<file path="src/rtl/seq_word_fetch.sv">
module seq_word_fetch #(
  parameter int IDX_W        = 6,
  parameter int WORD_BYTES   = 8,
  parameter int LOAD_CYCLES  = 500,
  parameter int RESERVED_IDX = 63,
  parameter int NEXT_LSB     = 0
) (
  input  logic                          clk,
  input  logic                          rst_n,
  input  logic                          cond_met,
  output logic                          mem_rd,
  output logic [IDX_W+$clog2(WORD_BYTES)-1:0] mem_addr,
  input  logic [7:0]                    mem_data,
  output logic [8*WORD_BYTES-1:0]       state_word,
  output logic                          state_valid,
  output logic [IDX_W-1:0]              state_idx,
  output logic                          busy,
  output logic                          bad_jump
);
  // LOAD_CYCLES must exceed WORD_BYTES + 1 so the last byte lands before commit
  localparam int WORD_W = 8 * WORD_BYTES;
  localparam int BSEL_W = $clog2(WORD_BYTES);
  localparam int CNT_W  = $clog2(LOAD_CYCLES + 1);

  logic [CNT_W-1:0]  cnt;
  logic [WORD_W-1:0] shadow;
  logic              rd_q;
  logic [BSEL_W-1:0] sel_q;

  wire [IDX_W-1:0] next_idx    = state_word[NEXT_LSB +: IDX_W];
  wire             take        = cond_met && !busy && state_valid;
  wire             to_reserved = (next_idx == IDX_W'(RESERVED_IDX));

  assign mem_rd   = busy && (cnt < CNT_W'(WORD_BYTES));
  assign mem_addr = {state_idx, cnt[BSEL_W-1:0]};

  always_ff @(posedge clk) begin
    if (!rst_n) begin
      rd_q   <= 1'b0;
      sel_q  <= '0;
      shadow <= '0;
    end else begin
      rd_q  <= mem_rd;
      sel_q <= cnt[BSEL_W-1:0];
      if (rd_q) shadow[{sel_q, 3'b000} +: 8] <= mem_data;
    end
  end

  always_ff @(posedge clk) begin
    if (!rst_n) begin
      busy        <= 1'b1;
      cnt         <= '0;
      state_idx   <= '0;
      state_valid <= 1'b0;
      state_word  <= '0;
      bad_jump    <= 1'b0;
    end else if (busy) begin
      if (cnt == CNT_W'(LOAD_CYCLES - 1)) begin
        busy        <= 1'b0;
        state_valid <= 1'b1;
        state_word  <= shadow;
        cnt         <= '0;
      end else begin
        cnt <= cnt + 1'b1;
      end
    end else if (take) begin
      if (to_reserved) begin
        bad_jump <= 1'b1;
      end else begin
        state_idx   <= next_idx;
        busy        <= 1'b1;
        state_valid <= 1'b0;
        cnt         <= '0;
      end
    end
  end
endmodule

</file>
<file path="config.mk">
export PLATFORM = sky130hd
export DESIGN_NAME = seq_word_fetch
export DESIGN_NICKNAME = d
export VERILOG_FILES = /design/src/rtl/seq_word_fetch.sv
export SDC_FILE = /design/constraint.sdc
export NUM_CORES = 1
export LEC_CHECK = 0
export ABC_CLOCK_PERIOD_IN_PS = 2650
export CAP_MARGIN = 15
export CORE_ASPECT_RATIO = 1.2
export CORE_UTILIZATION = 25
export DETAILED_ROUTE_END_ITERATION = 6
export GPL_TIMING_DRIVEN = 0
export HOLD_SLACK_MARGIN = 0.15
export PLACE_DENSITY_LB_ADDON = 0.2
export SLEW_MARGIN = 10
export SYNTH_ARGS = -nofsm -noshare
export SYNTH_HDL_FRONTEND = slang
export SYNTH_SLANG_ARGS = --single-unit
</file>
<file path="constraint.sdc">
create_clock -name clk -period 2.65 [get_ports clk]
set_input_delay 0.53 -clock clk [delete_from_list [all_inputs] [get_ports clk]]
set_output_delay 0.53 -clock clk [all_outputs]
set_load 0.01 [all_outputs]
</file>
Word level (Yosys, flattened, before mapping). Index checks and enable logic that the tools add are counted.

Eq/ne operators: 4. Bitwise logic cells: 2. Muxes and demuxes: 13. Add/subtract/negate cells: 2. Reductions and logical operators: 10. $lt $le $gt $ge: 1. Shifts and indexed selects: 2.

Operator list (count): $bwmux 64 (1); $shift 8x8->64 const A (1); $shiftx 8x8->64 (1); $mux 9 (4); $add 9x1->9 const B (1); $eq 9x9->1 const B (1); $lt 9x4->1 const B (1); $reduce_and 3->1 (3); $mux 1 (8); $neg 6->8 (1); $eq 6x6->1 const B (1); $reduce_and 2->1 (2); $logic_and 1x1->1 (3); $ne 2x1->1 const B (1); $ne 2x2->1 const B (1); $not 1->1 (2); $reduce_bool 2->1 (1); $logic_not 1->1 (1).

Input bits: 11. Output and inout bits: 83. Flip-flop bits (word level): 150. Word-level logic and storage cells: 43.

Logic depth before layout (Yosys ltp).
Depth after elaboration: 5. Depth in mapped cells: 9. Gate-level depth less buffers: 7.

Worst setup path before layout. OpenSTA, ideal clock, no wires.

Path type: register to register. Start: reg sel_q[0]. End: reg shadow[16]. Clock period less this slack: 2.254 ns. Arrival: 2.138 ns. Setup time: 0.116 ns. Stages on the path, launching flop included: 10. Path slack: 0.396 ns. Path buffers: 2. Required time: 2.534 ns. Cell sequence: dfxtp_1 -> inv_1 -> ha_1 -> ha_1 -> buf_2 -> nand3b_1 -> or4b_1 -> buf_2 -> mux2i_1 -> nor2b_1.

Word-level cells in the longest chain between the ends: 3. Elaborated cells between the ends (all ways): 4. Classes of those cells: 1 x add/sub; 2 x shift; 1 x mux.

RTL lines: start: declaration (line 28) `logic [BSEL_W-1:0] sel_q;`; start signal: assignment (line 44) `sel_q <= cnt[BSEL_W-1:0];`; $neg 6->8 (*) (line 45) `if (rd_q) shadow[{sel_q, 3'b000} +: 8] <= mem_data;`; $shiftx 8x8->64 or $shift 8x8->64 (tied branches) (line 45); $bwmux 64 (*) (line 45); end signal: indexed assignment (line 45); end: declaration (line 26) `logic [WORD_W-1:0] shadow;`.

Every way passes the cells marked *; elsewhere a longest branch is shown, timed or not. A chain may end at the register's enable or synchronous reset.

Final worst setup path.
Start: reg cnt[4]. End: out mem_rd.

Word-level cells in the longest chain between the ends: 2.

RTL lines: start: declaration (line 25) `logic [CNT_W-1:0] cnt;`; start signal: assignment (line 64) `cnt <= cnt + 1'b1;`; $lt 9x4->1 (line 34) `assign mem_rd = busy && (cnt < CNT_W'(WORD_BYTES));`; $logic_and 1x1->1 (line 34); end: declaration (line 11) `output logic mem_rd,`.

Every way passes these cells.

==> impl_metrics.json <==
{
  "area_growth_syn_to_layout_pct": 31.1,
  "synthMuxAreaShare_pct": 8.66,
  "routed-via-count": 4590,
  "synth_xor_xnor_area_share_pct": 0.437,
  "track_usage_pct": 13.7,
  "largest_net_degree_at_the_start_of_global_routing": 17,
  "number_of_rows_created_at_floorplan": 61,
  "via_per_inst": 4.27,
  "layout_worst_path_cycle_share_pct": 92.8,
  "design.portCount": 94,
  "fillers": 2504,
  "synth-edff-count": 0,
  "critPathCaptureType": "primary output",
  "half_perimeter_wire_length_after_placement_mm": 11.3,
  "timing_worst_setup_path_type": "register to primary output",
  "yosys.cell_types.count": 50,
  "synth_fa_ha_area_share_pct": 0.833,
  "power.switching_mw": 1.05,
  "port-buffer-count": 93,
  "power.total_mw": 4.69,
  "clk_transition_reported_paths_ps": 60,
  "netlist.area_leader.share_pct": 50.0,
  "final_max_slew_viol_count": 0,
  "static-leakage-power_nw": 2.80,
  "core-area_um2": 23400,
  "yosys_register_bits": 150,
  "grt_pass1_vias": 4515,
  "yosysWarningCount": 0,
  "detail_route.first_pass.iterations": 4,
  "vdd_drop_max_uv": 448,
  "final_critical_path_setup_slack_ps": 190,
  "clock_buffer_depth": 2,
  "setup_repair_after_global_routing_missed_its_margin": "no",
  "yosys-top-cells-area": "sky130_fd_sc_hd__dfxtp_1 (50%), sky130_fd_sc_hd__nand2_1 (9.8%), sky130_fd_sc_hd__mux2i_1 (8.7%)",
  "sw_ratio_pct": 22.3,
  "hold-worst-slack_ps": 448,
  "seq_area_um2": 3000,
  "clockPowerShare_pct": 46.3,
  "grt_pass1_wl_mm": 25.2,
  "routed_wirelength_mm": 16.0,
  "required_ps": 2120,
  "final.setup.tns_ps": 0,
  "status": "complete, no violations",
  "gp_congestion": 0.770,
  "clock_sink_count": 150,
  "die_width_um": 144,
  "power_internal_mw": 3.64,
  "report.final.setup_viol": 0,
  "critical_path_peak_fanout": 7,
  "antenna_found_initial": 0,
  "layout_min_cycle_time_ps": 2460,
  "cts-htree-levels": 4,
  "maxCapViolCount": 0,
  "die_y_um": 172,
  "floorplan.initialDensity_pct": 25.7,
  "timing.slew.headroom_pct": 35.3,
  "drive_gt1_share_pct": 8.96,
  "dp_cells": 1044,
  "drc": 0,
  "numCtsBuffers": 17,
  "final.setup_skew_ps": 8.14,
  "place_ws_ps": -155,
  "synth_ff_type": "sky130_fd_sc_hd__dfxtp_1",
  "compound_cell_area_share_of_the_yosys_netlist_pct": 12.6,
  "portion_of_total_power_attributed_to_sequential_cells_pct": 48.8,
  "clk_latency_ps": 420,
  "post_synth_instance_area_um2": 6010,
  "antenna-diode-count": 0,
  "netlist.top_cell.by_area": "sky130_fd_sc_hd__dfxtp_1",
  "final_cell_count_no_fill": 1074,
  "drt-wirelength-per-cell_um": 14.9,
  "drt_iter0_markers": 182,
  "fmaxAchievable_ghz": 0.406,
  "power.density_cell_area_nw_per_um2": 596,
  "post_synth.cell_area_avg_um2": 9.45,
  "worst_pin_slew_ps": 966,
  "final_antenna_net_count": 0,
  "main_combinational_cell_family_by_area_after_synthesis": "simple AND/OR/NAND/NOR gates",
  "arrival_ps": 1930,
  "tritoncts": "done",
  "cts-root-buf": "sky130_fd_sc_hd__clkbuf_16",
  "syn_inst": 636,
  "multiInputGateArea_um2": 2710,
  "count_of_final_hold_check_violations": 0,
  "holdCritPathClass": "register to register",
  "synth_simple_gate_area_share_pct": 22.3,
  "ys_seq_area_share_pct": 50.0,
  "setup.worst_path.start_class": "register",
  "global_route.overflow_total": 0,
  "final_net_count": 764,
  "synth_fp_nets": 651,
  "fp.dieArea_um2": 24700,
  "combinationalPowerShare_pct": 4.9,
  "async_flop_share_pct": 0
}
worst max-delay path, cell delays in order, from the launching register on:
cell                            delay (ps)
sky130_fd_sc_hd__dfxtp_1               370
sky130_fd_sc_hd__or4_1                 600
sky130_fd_sc_hd__nor4_4                220
sky130_fd_sc_hd__dlygate4sd2_1         310
final timing paths:
| kind | from | to | slack, ps | cells past startpoint |
|---|---|---|---|---|
| hold / removal | state_word[49] | state_word[49] | 450 | 2 |
| setup / recovery | cnt[4] | mem_rd | 190 | 3 |
| hold reg to reg | state_word[49] | state_word[49] | 450 | 2 |
| setup reg to reg | sel_q[0] | shadow[40] | 210 | 7 |
cells by family (layout without fill, tap and decap cells):
group	Yosys count	in the layout
simple gates	272	272
flops	150	150
buf+inv	55	178
compound gates	100	100
mux	52	52
fa+ha+maj	4	4
xor+xnor	3	3
cells in the mapped netlist (2+ instances only):
| cell | n |
|---|---|
| sky130_fd_sc_hd__or4b_1 | 2 |
| sky130_fd_sc_hd__dfxtp_1 | 150 |
| sky130_fd_sc_hd__nand4_1 | 5 |
| sky130_fd_sc_hd__o221a_2 | 3 |
| sky130_fd_sc_hd__nor2_1 | 2 |
| sky130_fd_sc_hd__nand3_1 | 11 |
| sky130_fd_sc_hd__ha_1 | 4 |
| sky130_fd_sc_hd__or3b_1 | 2 |
| sky130_fd_sc_hd__buf_6 | 6 |
| sky130_fd_sc_hd__buf_4 | 14 |
| sky130_fd_sc_hd__a21oi_1 | 2 |
| sky130_fd_sc_hd__a211o_1 | 2 |
| sky130_fd_sc_hd__xor2_1 | 3 |
| sky130_fd_sc_hd__buf_2 | 7 |
| sky130_fd_sc_hd__nor2b_1 | 58 |
| sky130_fd_sc_hd__clkbuf_1 | 21 |
| sky130_fd_sc_hd__or4_1 | 2 |
| sky130_fd_sc_hd__and2_1 | 5 |
| sky130_fd_sc_hd__mux2i_1 | 52 |
| sky130_fd_sc_hd__inv_1 | 7 |
| sky130_fd_sc_hd__nor3b_1 | 2 |
| sky130_fd_sc_hd__nor3_1 | 7 |
| sky130_fd_sc_hd__nand2_1 | 157 |
| sky130_fd_sc_hd__or3_1 | 2 |
| sky130_fd_sc_hd__a21boi_1 | 61 |
| sky130_fd_sc_hd__a21boi_0 | 20 |
| sky130_fd_sc_hd__nand3b_1 | 3 |
| sky130_fd_sc_hd__o21ai_0 | 4 |
metrics by stage:
step / cell area [um^2] / utilization [%]
detailed placement: 7330 / 31.4
floorplan: 6010 / -
global route: 7880 / 33.7
finish: 7880 / 33.7
global placement: 7330 / 31.4
CTS: 7860 / 33.7
power groups by stage:
stage          Sequential (mW)  Combinational, mW  Clock [mW]
3_3_place_gp              2.34              0.228           0
6_report                  2.29              0.228        2.17
4_1_cts                   2.29              0.230        2.23
5_1_grt                   2.29              0.247        2.34
2_1_floorplan             2.33              0.138           0
3_5_place_dp              2.34              0.229           0
cell type report:
class / count / share of cell area, %
buffer: 48 / 3.64
clock inverter: 5 / 0.318
sequential: 150 / 38.1
timing repair buffer: 94 / 11.9
tap: 315 / 5.00
inverter: 7 / 0.334
clock buffer: 24 / 6.24
multi-input combinational: 431 / 34.4
timing repair:
item,4_1_cts,5_1_grt
endpoints found under the setup margin,1,18
hold buffers,0,0
pin swaps,0,1
buffers inserted,0,1
gates resized for setup,3,2
metal layers:
metal	up-vias	wire length, um	GRT usage, %
li1	2350	-	-
met1	2156	7840	17.7
met2	71	7440	22.0
met3	13	493	3.34
met4	0	208	4.86
met5	-	0	0
state kept, by name (all words and copies together) (netlist names):
name and flops:
state_word 64, busy 1, state_idx 6, sel_q 3
state_valid 1, bad_jump 1, cnt 9, rd_q 1
shadow 64
layout by cell type (no fill, tap or decap), types with 7 or more instances in the layout:
master                            netlist  routed
sky130_fd_sc_hd__clkdlybuf4s50_1        0      92
sky130_fd_sc_hd__mux2i_1               52      52
sky130_fd_sc_hd__nand3_1               11      11
sky130_fd_sc_hd__nor2b_1               58      58
sky130_fd_sc_hd__clkbuf_16              0      17
sky130_fd_sc_hd__nand2_1              157     157
sky130_fd_sc_hd__buf_2                  7       7
sky130_fd_sc_hd__dfxtp_1              150     149
sky130_fd_sc_hd__a21boi_0              20      20
sky130_fd_sc_hd__inv_1                  7       7
sky130_fd_sc_hd__a21boi_1              61      61
sky130_fd_sc_hd__buf_4                 14      15
sky130_fd_sc_hd__clkbuf_1              21      24
Note: power is estimated with default switching activity, not from simulation.
